===== config.mk =====
export PLATFORM = sky130hd
export DESIGN_NAME = fft_bfly_sched
export DESIGN_NICKNAME = d
export VERILOG_FILES = /design/src/rtl/fft_sched_pkg.sv /design/src/rtl/fft_size_check.sv /design/src/rtl/fft_sched_ctrl.sv /design/src/rtl/fft_sched_dp.sv /design/src/rtl/fft_bfly_sched.sv
export SDC_FILE = /design/constraint.sdc
export NUM_CORES = 1
export LEC_CHECK = 0
export BUFFER_PORTS_ARGS = -buffer_cell sky130_fd_sc_hd__buf_2
export CORE_ASPECT_RATIO = 0.5
export CORE_MARGIN = 2
export CORE_UTILIZATION = 42
export DETAILED_ROUTE_END_ITERATION = 16
export PLACE_DENSITY = 0.65
export SYNTH_ARGS = -nofsm -noshare
export SYNTH_HDL_FRONTEND = slang
export SYNTH_SLANG_ARGS = --single-unit

===== constraint.sdc =====
create_clock -name clk -period 3.6 [get_ports clk]
set_clock_uncertainty 0.05 [all_clocks]
set_input_delay 0.18 -clock clk [delete_from_list [all_inputs] [get_ports clk]]
set_output_delay 0.18 -clock clk [all_outputs]
set_load 0.005 [all_outputs]

===== src/rtl/fft_sched_pkg.sv =====
package fft_sched_pkg;

  typedef struct packed {
    logic load;
    logic step;
  } schedCmd_t;

  typedef enum logic {
    ST_IDLE = 1'b0,
    ST_RUN  = 1'b1
  } schedState_t;

endpackage


===== src/rtl/fft_size_check.sv =====
module fft_size_check #(
  parameter int IDX_W = 6,
  localparam int SZ_W  = IDX_W + 1,
  localparam int LOG_W = $clog2(IDX_W + 1)
) (
  input  logic [SZ_W-1:0]  sizeIn,
  output logic             sizeOk,
  output logic             sizeBad,
  output logic [LOG_W-1:0] sizeLog
);

  logic isPow2;
  logic aboveOne;

  always_comb begin
    isPow2   = (sizeIn != '0) && ((sizeIn & (sizeIn - SZ_W'(1))) == '0);
    aboveOne = sizeIn > SZ_W'(1);
    sizeLog  = '0;
    for (int b = 0; b < SZ_W; b++) begin
      if (sizeIn[b]) sizeLog = LOG_W'(b);
    end
    sizeOk  = isPow2 && aboveOne;
    sizeBad = !isPow2 && aboveOne;
  end

endmodule


===== src/rtl/fft_sched_ctrl.sv =====
module fft_sched_ctrl
  import fft_sched_pkg::*;
(
  input  logic      clk,
  input  logic      rstN,
  input  logic      start,
  input  logic      sizeOk,
  input  logic      sizeBad,
  input  logic      ready,
  input  logic      endOfAll,
  output schedCmd_t cmd,
  output logic      running,
  output logic      errFlag
);

  schedState_t state;

  always_comb begin
    cmd.load = (state == ST_IDLE) && start && sizeOk;
    cmd.step = (state == ST_RUN) && ready;
    running  = (state == ST_RUN);
  end

  always_ff @(posedge clk) begin
    if (!rstN) begin
      state   <= ST_IDLE;
      errFlag <= 1'b0;
    end else begin
      case (state)
        ST_IDLE: begin
          if (start) begin
            errFlag <= sizeBad;
            if (sizeOk) state <= ST_RUN;
          end
        end
        ST_RUN: begin
          if (ready && endOfAll) state <= ST_IDLE;
        end
        default: state <= ST_IDLE;
      endcase
    end
  end

endmodule


===== src/rtl/fft_sched_dp.sv =====
module fft_sched_dp
  import fft_sched_pkg::*;
#(
  parameter int IDX_W = 6,
  localparam int SZ_W  = IDX_W + 1,
  localparam int LOG_W = $clog2(IDX_W + 1)
) (
  input  logic             clk,
  input  logic             rstN,
  input  schedCmd_t        cmd,
  input  logic [LOG_W-1:0] logIn,
  output logic [IDX_W-1:0] idxUpper,
  output logic [IDX_W-1:0] idxLower,
  output logic [IDX_W-1:0] twiddle,
  output logic [LOG_W-1:0] stageIdx,
  output logic             endOfStage,
  output logic             endOfAll
);

  logic [IDX_W-1:0] pairCnt;
  logic [LOG_W-1:0] stageCnt;
  logic [LOG_W-1:0] logN;

  logic [IDX_W-1:0] spanBit;
  logic [IDX_W-1:0] halfMask;
  logic [IDX_W-1:0] kOff;
  logic [LOG_W-1:0] twShift;
  logic [SZ_W-1:0]  fullSize;
  logic [IDX_W-1:0] pairsPerStage;

  always_comb begin
    spanBit       = IDX_W'(1) << stageCnt;
    halfMask      = spanBit - IDX_W'(1);
    kOff          = pairCnt & halfMask;
    // insert a zero at bit position stageCnt to form the group base
    idxUpper      = ((pairCnt & ~halfMask) << 1) | kOff;
    idxLower      = idxUpper | spanBit;
    twShift       = logN - LOG_W'(1) - stageCnt;
    twiddle       = kOff << twShift;
    fullSize      = SZ_W'(1) << logN;
    pairsPerStage = IDX_W'(fullSize >> 1);
    stageIdx      = stageCnt;
    endOfStage    = (pairCnt == pairsPerStage - IDX_W'(1));
    endOfAll      = endOfStage && (stageCnt == logN - LOG_W'(1));
  end

  always_ff @(posedge clk) begin
    if (!rstN) begin
      pairCnt  <= '0;
      stageCnt <= '0;
      logN     <= '0;
    end else if (cmd.load) begin
      pairCnt  <= '0;
      stageCnt <= '0;
      logN     <= logIn;
    end else if (cmd.step) begin
      if (endOfStage) begin
        pairCnt  <= '0;
        stageCnt <= stageCnt + LOG_W'(1);
      end else begin
        pairCnt <= pairCnt + IDX_W'(1);
      end
    end
  end

endmodule


===== src/rtl/fft_bfly_sched.sv =====
module fft_bfly_sched
  import fft_sched_pkg::*;
#(
  parameter int IDX_W = 6,
  localparam int SZ_W  = IDX_W + 1,
  localparam int LOG_W = $clog2(IDX_W + 1)
) (
  input  logic             clk,
  input  logic             rstN,
  input  logic             start,
  input  logic [SZ_W-1:0]  sizeIn,
  input  logic             ready,
  output logic             valid,
  output logic [IDX_W-1:0] idxUpper,
  output logic [IDX_W-1:0] idxLower,
  output logic [IDX_W-1:0] twiddle,
  output logic [LOG_W-1:0] stageIdx,
  output logic             lastStage,
  output logic             lastAll,
  output logic             err
);

  schedCmd_t        cmd;
  logic             sizeOk;
  logic             sizeBad;
  logic [LOG_W-1:0] sizeLog;
  logic             running;
  logic             endOfStage;
  logic             endOfAll;

  fft_size_check #(.IDX_W(IDX_W)) u_size (
    .sizeIn (sizeIn),
    .sizeOk (sizeOk),
    .sizeBad(sizeBad),
    .sizeLog(sizeLog)
  );

  fft_sched_ctrl u_ctrl (
    .clk     (clk),
    .rstN    (rstN),
    .start   (start),
    .sizeOk  (sizeOk),
    .sizeBad (sizeBad),
    .ready   (ready),
    .endOfAll(endOfAll),
    .cmd     (cmd),
    .running (running),
    .errFlag (err)
  );

  fft_sched_dp #(.IDX_W(IDX_W)) u_dp (
    .clk       (clk),
    .rstN      (rstN),
    .cmd       (cmd),
    .logIn     (sizeLog),
    .idxUpper  (idxUpper),
    .idxLower  (idxLower),
    .twiddle   (twiddle),
    .stageIdx  (stageIdx),
    .endOfStage(endOfStage),
    .endOfAll  (endOfAll)
  );

  assign valid     = running;
  assign lastStage = running && endOfStage;
  assign lastAll   = running && endOfAll;

endmodule


==> results.json, run 1 <==
{
  "crit_slowest_cell": "nor4_2",
  "grt_pass1_vias": 1280,
  "clkLatencyLatePin_ns": 0.24,
  "fin_crit_sh_pct": 83.5,
  "rr_worst_depth": 9,
  "cts_num_sinks": 14,
  "wire_per_inst_microns": 12.8,
  "synth_edf_count": 0,
  "p_sw_uw": 80.0,
  "synth.top_cells.by_area": "dfxtp_1 18%, ha_1 11%, nor4_4 4.0%",
  "fin_crit_ns": 3.01,
  "intPower_uw": 249,
  "max_freq_ghz": 0.333,
  "cts_setup_buffers": 0,
  "synth_top_area_share_pct": 17.6,
  "fin_total_pwr_uw": 329,
  "slew_violations": 0,
  "worstReg2RegStart": "u_dp.logN[1]",
  "numCtsBuffers": 3,
  "end_kind": "primary output",
  "hold_path_class": "primary input to flip-flop",
  "cts-root-buf": "clkbuf_8",
  "post-synth-top-area-cell": "dfxtp_1",
  "p_clk_share_pct": 38.1,
  "hold_end": "u_dp.stageIdx[1]",
  "ys_warn_count": 0,
  "grt-ovfl-total": 0,
  "htreeDepth": 1,
  "leakage_uw": 0.000805,
  "worstSetupPathType": "flip-flop to primary output",
  "status": "finished clean",
  "switching_share_pct": 24.3,
  "dr.pass1.iters": 4,
  "drive_above_1_share_pct": 23.0,
  "start_kind": "flip-flop",
  "antenna_cells": 0,
  "critPathMaxFanout": 8,
  "syn2layout_area_growth_pct": 14.9,
  "cts_tree": "done",
  "finalSetupViolations": 0,
  "netlist_area_sq_um": 1600,
  "core.rowCount": 15,
  "final_common_cell": "buf_2",
  "yosysUniqueCellTypes": 53,
  "synthCells": 200,
  "place.gp.congestion": 0.806,
  "die_h_microns": 47.6,
  "maxCapViolCount": 0,
  "rsz0062_at_grt": "false",
  "tns_ns": 0,
  "ys_seq_area_share_pct": 17.6,
  "die_area_sq_um": 4340,
  "synth_fp_nets": 226,
  "clk_pin_slew_ns": 0.05,
  "syn_avg_cell_area_sq_um": 7.98,
  "synthFlopType": "dfxtp_1",
  "min_from": "rstN",
  "crit_buf_inv": 2,
  "core_area_sq_um": 3530,
  "layout_common_cells": "35 x buf_2, 16 x nor2_1, 14 x nand2_1, 14 x ha_1, 14 x dfxtp_1",
  "async_reset_ff_share_pct": 0,
  "ios": 36,
  "grt_max_degree": 16,
  "grt_pass1_wl_microns": 6000,
  "crit_arrival_ns": 2.78,
  "combPwrFrac_pct": 13.7,
  "vias": 1533,
  "maxSlewHeadroom_pct": 54.2,
  "power_density_nw_per_um2": 180,
  "postCtsHoldBufs": 0,
  "seq_power_share_pct": 48.2,
  "ir_worst_vdd_v": 0.000133,
  "path_delay_family": "simple AND/OR/NAND/NOR gates",
  "hold_viol": 0,
  "start_util_pct": 45.2,
  "die_w_microns": 91.2,
  "viasPerCell": 5.46,
  "io_buffers": 35,
  "dpl.hpwl_microns": 2820,
  "slowest_delay_ns": 0.49,
  "clockBufferDepth": 2,
  "r2r_slack_ns": 0.88,
  "cp_data_required_time_ns": 3.37,
  "drc": 0,
  "grt_usage_pct": 17.5,
  "antenna_found_initial": 0,
  "cp_common_cell": "ha_1",
  "cp_cell_sequence": "inv_1, ha_1, nand2b_1, ha_1, xor2_1, xnor2_1, nand3_1, nor4_2, nor3b_1, buf_2",
  "antenna_left": 0,
  "whs_path_depth": 3,
  "timing.rr.end": "u_dp.stageIdx[0]",
  "cts_resized": 0,
  "drt_iter0_drc": 69,
  "worst_slew_pin_slew_ns": 0.683,
  "wl_microns": 3600,
  "nNetsFinal": 258,
  "synth-seq-cells": 14
}
worst register-to-register path: stages (launching register included):
cell and delay, ns:
dfxtp_1 0.32, inv_1 0.13, ha_1 0.36, nand2b_1 0.14, ha_1 0.24, xor2_1 0.16, xnor2_1 0.17, nand3_1 0.16
nor4_4 0.54, mux2_4 0.34
per-layer routing:
layer  global-route usage, %  part of all wire (%)  vias to the layer above  wire [microns]
met5                       0                     0                        -               0
met2                    31.0                    42                       37            1510
met1                    23.8                    52                      705            1860
met4                    1.82                  0.47                        0              17
li1                        -                     -                      789               -
met3                    3.62                   6.0                        2             215
cells in the mapped netlist (3+ instances only):
cell type	number
nor3_1	11
inv_1	12
xor2_1	5
a211oi_1	3
o21ai_0	10
nor4_1	4
nand2_1	14
nor4_4	3
nand2b_1	6
nand4_1	3
xnor2_1	5
o22ai_1	3
clkbuf_1	6
nor2_1	16
a21o_1	4
a21oi_1	4
dfxtp_1	14
nand3_1	9
mux2i_1	6
nor2b_1	4
ha_1	14
layout make-up:
type | instances | area (sq um)
Tap cell | 51 | 63.8
Clock buffer | 3 | 41.3
Timing Repair Buffer | 36 | 183
Inverter | 13 | 48.8
Sequential cell | 14 | 280
Multi-Input combinational cell | 164 | 1220
Fill cell | 343 | 1690
worst max-delay path by stage:
stage,start,endpoint,slack (ns),cells past startpoint
5_1_grt,u_dp.logN[1],lastAll,0.28,10
3_3_place_gp,u_dp.logN[1],lastAll,0.97,10
2_1_floorplan,u_dp.logN[1],u_dp.stageIdx[0],1.14,9
3_5_place_dp,u_dp.logN[1],lastAll,0.85,10
4_1_cts,u_dp.logN[1],lastAll,0.57,10
6_report,u_dp.logN[1],lastAll,0.59,10
stage by stage:
stage | hold WS (ns) | utilization [%] | worst slack (ns) | cell area [sq um] | std cells
after detailed placement | 0.397 | 50.8 | 0.848 | 1790 | 278
final | 0.220 | 52.0 | 0.594 | 1830 | 281
after global placement | 0.391 | 50.8 | 0.970 | 1790 | 278
after CTS | 0.221 | 52.0 | 0.570 | 1830 | 281
after floorplan | 0.296 | - | 1.14 | 1600 | 200
after global routing | 0.244 | 52.0 | 0.275 | 1830 | 281
cells by family after synthesis:
family	after synthesis	synth area share (%)
and+or+nand+nor	85	31.5
AOI/OAI and AO/OA	44	19.5
buffers and inverters	22	6.19
adders and majority gates	15	12.2
DFF	14	17.6
xor gates and xnor gates	11	6.90
muxes	9	6.11
power by group through the flow:
stage	combinational [uW]	clock (uW)	sequential, uW
after detailed placement	45.1	0	162
after global placement	44.6	0	162
final	45.1	125	159
after CTS	45.3	127	159
after global routing	50.9	134	159
after floorplan	28.0	0	162
registers in the layout, summed over array words and instances, names as in the netlist:
| name | count |
|---|---|
| u_ctrl.errFlag | 1 |
| u_ctrl.running | 1 |
| u_dp.logN | 3 |
| u_dp.pairCnt | 6 |
| u_dp.stageIdx | 3 |
No activity file was read; power rests on OpenSTA's default activity.
==> run 2: changes to the inputs <==
PLACE_DENSITY = 0.67   (was 0.65)
clock period = 2.7 ns   (was 3.6 ns; I/O delays follow)
==> run 2 against run 1 <==
  * Wire length rose by 1.7%
  * Highest routed layer unchanged
  * Final area rose by 6.7%
  * Die area did not move
  * Largest power group unchanged
  * Power rose by 34%
==> results.json, run 2 (same netlist as run 1, synthesis figures left out) <==
{
  "grt-ovfl-total": 0,
  "max_freq_ghz": 0.381,
  "wire_per_inst_microns": 12.6,
  "vias": 1542,
  "busiest_layer": "met2",
  "rsz0062_at_grt": "true",
  "hold_viol": 0,
  "min_from": "rstN",
  "grt_usage_pct": 17.1,
  "antenna_found_initial": 0,
  "cp_data_required_time_ns": 2.52,
  "die_w_microns": 91.2,
  "grt_pass1_vias": 1241,
  "start_util_pct": 45.2,
  "ir_worst_vdd_v": 0.000167,
  "worstSetupPathType": "flip-flop to primary output",
  "grt_pass1_wl_microns": 5820,
  "placed_area_sq_um": 1850,
  "grt_max_degree": 15,
  "critPathMaxFanout": 5,
  "end_kind": "primary output",
  "fin_crit_ns": 2.63,
  "finalSetupViolations": 0,
  "drc": 0,
  "grt_use_met3_pct": 3.46,
  "die_area_sq_um": 4340,
  "ios": 36,
  "final_core_util_pct": 55.5,
  "wl_microns": 3670,
  "antenna_cells": 0,
  "antenna_left": 0,
  "postLayoutCellArea_sq_um": 1960,
  "clkLatencyLatePin_ns": 0.24,
  "core_area_sq_um": 3530,
  "maxSlewHeadroom_pct": 67.9,
  "fin_crit_sh_pct": 97.2,
  "place.gp.congestion": 0.889,
  "dr.pass1.iters": 4,
  "core.rowCount": 15,
  "io_buffers": 35,
  "drt_iter0_drc": 74,
  "crit_start": "u_dp.logN[0]",
  "nNetsFinal": 269,
  "syn2layout_area_growth_pct": 22.6,
  "htreeDepth": 1,
  "largest_register_ffs": 6,
  "layout_common_cells": "35 x buf_2, 16 x nor2_1, 14 x nand2_1",
  "met2_usage_pct": 28.7,
  "drive_above_1_share_pct": 29.5,
  "status": "finished clean",
  "final_common_cell": "buf_2",
  "start_kind": "flip-flop",
  "grt_use_met1_pct": 23.8,
  "clockBufferDepth": 2,
  "cts_tree": "done",
  "numCtsBuffers": 3,
  "worst_slew_pin_slew_ns": 0.482,
  "crit_arrival_ns": 2.44,
  "power_density_nw_per_um2": 226,
  "viasPerCell": 5.28,
  "cts-root-buf": "clkbuf_8",
  "slew_violations": 0,
  "hold_path_class": "primary input to flip-flop",
  "die_h_microns": 47.6,
  "worstReg2RegStart": "u_dp.logN[0]",
  "cts_num_sinks": 14,
  "leakage_uw": 0.000863,
  "maxCapViolCount": 0,
  "clk_pin_slew_ns": 0.05,
  "dpl.hpwl_microns": 2820,
  "regMostFlops": "u_dp.pairCnt"
}
==> run 2: changes by cell type in the layout (fill, tap and decap cells not counted), sizes merged <==
cell and delta:
buf +11
==> run 2: timing repair <==
action                                  in CTS  in global routing
resized for setup                            3                  5
pin swaps                                    1                  4
endpoints found under the setup margin       2                  6
setup buffers                                0                  4
hold endpoints to repair                     0                  0
hold buffers                                 0                  0
==> run 2: through the flow <==
step	hold slack, ns	std cells	total power [uW]	setup slack [ns]	setup TNS (ns)
2_1_floorplan	0.251	200	253	0.239	0
3_3_place_gp	0.392	285	278	0.263	0
3_5_place_dp	0.396	285	279	0.137	0
4_1_cts	0.175	288	445	0.00670	0
5_1_grt	0.196	292	461	-0.0442	-0.0442
6_report	0.184	292	442	0.0743	0
==> run 2: final cells by class <==
type                            count  area (sq um)
Timing Repair Buffer               47           265
Sequential cell                    14           282
Fill cell                         330          1570
Multi-Input combinational cell    164          1260
Clock buffer                        3          41.3
Tap cell                           51          63.8
Inverter                           13          48.8
==> run 2: routing by layer <==
metal / part of all wire [%] / routed length, microns
met5: 0 / 0
met3: 4.4 / 163
met1: 54 / 1970
met4: 0.52 / 19
met2: 41 / 1520
==> run 2: worst max-delay path, cell delays in order, from the launching register on <==
cell and delay [ns]:
dfxtp_2 0.34, inv_1 0.10, ha_2 0.26, nand2b_1 0.08, ha_1 0.20, xor2_1 0.15, xnor2_1 0.22, nand3_2 0.14
nor4_4 0.36, nor3b_2 0.22, buf_2 0.13
==> run 2: final timing paths <==
check | slack [ns] | endpoint | cells past startpoint
worst max-delay path | 0.07 | lastAll | 10
worst min-delay path | 0.18 | u_dp.stageIdx[2] | 3
worst max register to register | 0.24 | u_dp.stageIdx[0] | 10
worst min register to register | 0.40 | u_ctrl.errFlag | 2
==> run 2: where the power goes <==
group | switching [uW] | total [uW] | internal (uW)
logic | 38.0 | 65.5 | 27.6
clock network | 66.7 | 165 | 98.4
registers | 1.83 | 211 | 209
total | 106 | 442 | 335
==> run 3: changes to the inputs <==
CORE_MARGIN = not set   (was 2)
SLEW_MARGIN = 30   (was not set)
==> run 3 against run 2 <==
  * Sequential share of layout area rose by 0.14 points
  * Final area fell by 0.51%
  * Sequential cell count did not move
==> results.json, run 3 (same netlist as run 1, synthesis figures left out) <==
{
  "status": "finished clean",
  "slowest_delay_ns": 0.34,
  "grt_usage_pct": 19.5,
  "final_core_util_pct": 55.2,
  "finalSetupViolations": 0,
  "hold_viol": 0,
  "cp_cell_sequence": "inv_1, ha_1, nand2b_1, ha_1, xor2_1, xnor2_1, nand3_2, nor4_4, nor3b_2, buf_2",
  "crit_arrival_ns": 2.33,
  "antenna_cells": 0,
  "slew_violations": 0,
  "regMostFlops": "u_dp.pairCnt",
  "pre_cts_ws_ns": 0.240,
  "dr.pass1.iters": 4,
  "die_w_microns": 89.2,
  "worst_hold_slack_ns": 0.180,
  "nNetsFinal": 264,
  "worst_slew_pin_slew_ns": 0.709,
  "cp_common_cell": "ha_1",
  "intPower_uw": 365,
  "start_kind": "flip-flop",
  "grt_pass1_wl_microns": 5990,
  "grt-ovfl-total": 0,
  "cp_data_required_time_ns": 2.52,
  "wl_microns": 3720,
  "maxCapViolCount": 0,
  "switching_share_pct": 23.4,
  "power_density_nw_per_um2": 245,
  "io_buffers": 35,
  "critPathMaxFanout": 4,
  "numCtsBuffers": 3,
  "crit_slowest_cell": "dfxtp_2",
  "start_util_pct": 45.2,
  "largest_register_ffs": 6,
  "cts_tree": "done",
  "combPwrFrac_pct": 13.7,
  "antenna_left": 0,
  "vias": 1522,
  "path_delay_family": "simple AND/OR/NAND/NOR gates",
  "core.rowCount": 15,
  "topRoutingLayerUsed": "met4",
  "cts-root-buf": "clkbuf_8",
  "layout_common_cells": "35 x buf_2, 16 x nor2_1, 14 x nand2_1",
  "die_h_microns": 45.6,
  "fin_crit_sh_pct": 93.0,
  "drt-met1-wl_microns": 1820,
  "fin_crit_ns": 2.51,
  "drc": 0,
  "antenna_found_initial": 0,
  "clockBufferDepth": 2,
  "final_common_cell": "buf_2",
  "cts_num_sinks": 14,
  "worstSetupPathType": "flip-flop to primary output",
  "clk_pin_slew_ns": 0.06,
  "fillers": 340,
  "p_clk_share_pct": 42.0,
  "viasPerCell": 5.28,
  "end_kind": "primary output",
  "grt_max_degree": 15,
  "max_freq_ghz": 0.398,
  "ios": 36,
  "hold_path_class": "primary input to flip-flop",
  "p_sw_uw": 112,
  "tns_ns": 0,
  "fin_total_pwr_uw": 476,
  "setup_slack_ns": 0.189,
  "seq_power_share_pct": 44.3,
  "die_area_sq_um": 4070,
  "htreeDepth": 1,
  "place.gp.congestion": 0.777,
  "core_area_sq_um": 3530,
  "maxSlewHeadroom_pct": 52.4,
  "clkLatencyLatePin_ns": 0.24,
  "ir_worst_vdd_v": 0.000162,
  "leakage_uw": 0.000846,
  "syn2layout_area_growth_pct": 21.9,
  "crit_buf_inv": 2,
  "wire_per_inst_microns": 12.9,
  "wl_met3_microns": 207,
  "rsz0062_at_grt": "false",
  "drive_above_1_share_pct": 28.7,
  "drt_iter0_drc": 68,
  "dpl.hpwl_microns": 2900,
  "wl_met2_microns": 1670,
  "grt_pass1_vias": 1294
}
## run 3: final cells by class
class | instances | area [sq um] | area share (%)
clock buffers | 4 | 55.1 | 2.83
multi-input cells | 164 | 1270 | 65.2
repair buffers | 42 | 228 | 11.7
flip-flops and latches | 14 | 283 | 14.5
inverters | 13 | 48.8 | 2.51
well taps | 51 | 63.8 | 3.28
## run 3: final timing paths
kind,from,endpoint,slack [ns],cells past startpoint
setup / recovery,u_dp.logN[1],lastAll,0.19,10
hold / removal,rstN,u_dp.stageIdx[2],0.18,3
setup reg to reg,u_dp.logN[1],u_dp.stageIdx[0],0.32,8
hold reg to reg,u_ctrl.errFlag,u_ctrl.errFlag,0.40,2
## run 3: timing repair
item                                    CTS  global route
buffers inserted                          0             0
pin swaps                                 0             2
resized for setup                         2             8
hold endpoints to repair                  0             0
hold buffers                              0             0
endpoints found under the setup margin    1             4
## run 3: metrics by stage
stage          instance area, sq um  instances
2_1_floorplan                  1600        200
6_report                       1950        288
5_1_grt                        1950        288
3_5_place_dp                   1840        284
4_1_cts                        1910        288
3_3_place_gp                   1840        284
## run 3: power groups by stage
stage          clock (uW)  combinational (uW)  sequential [uW]
2_1_floorplan           0                37.3              215
3_3_place_gp            0                61.4              215
4_1_cts               203                63.7              211
6_report              200                65.3              211
3_5_place_dp            0                62.7              215
5_1_grt               217                72.7              211
## run 3: worst min-delay path, delay by kind of cell
kind	cells	cell delay, ns
buf+inv	1	0.14
mux	1	0.06
simple gates	1	0.08
## run 3: layer usage
metal	global-route usage [%]	up-vias
li1	-	795
met1	25.5	682
met2	34.2	43
met3	4.53	2
met4	2.86	0
met5	0	-
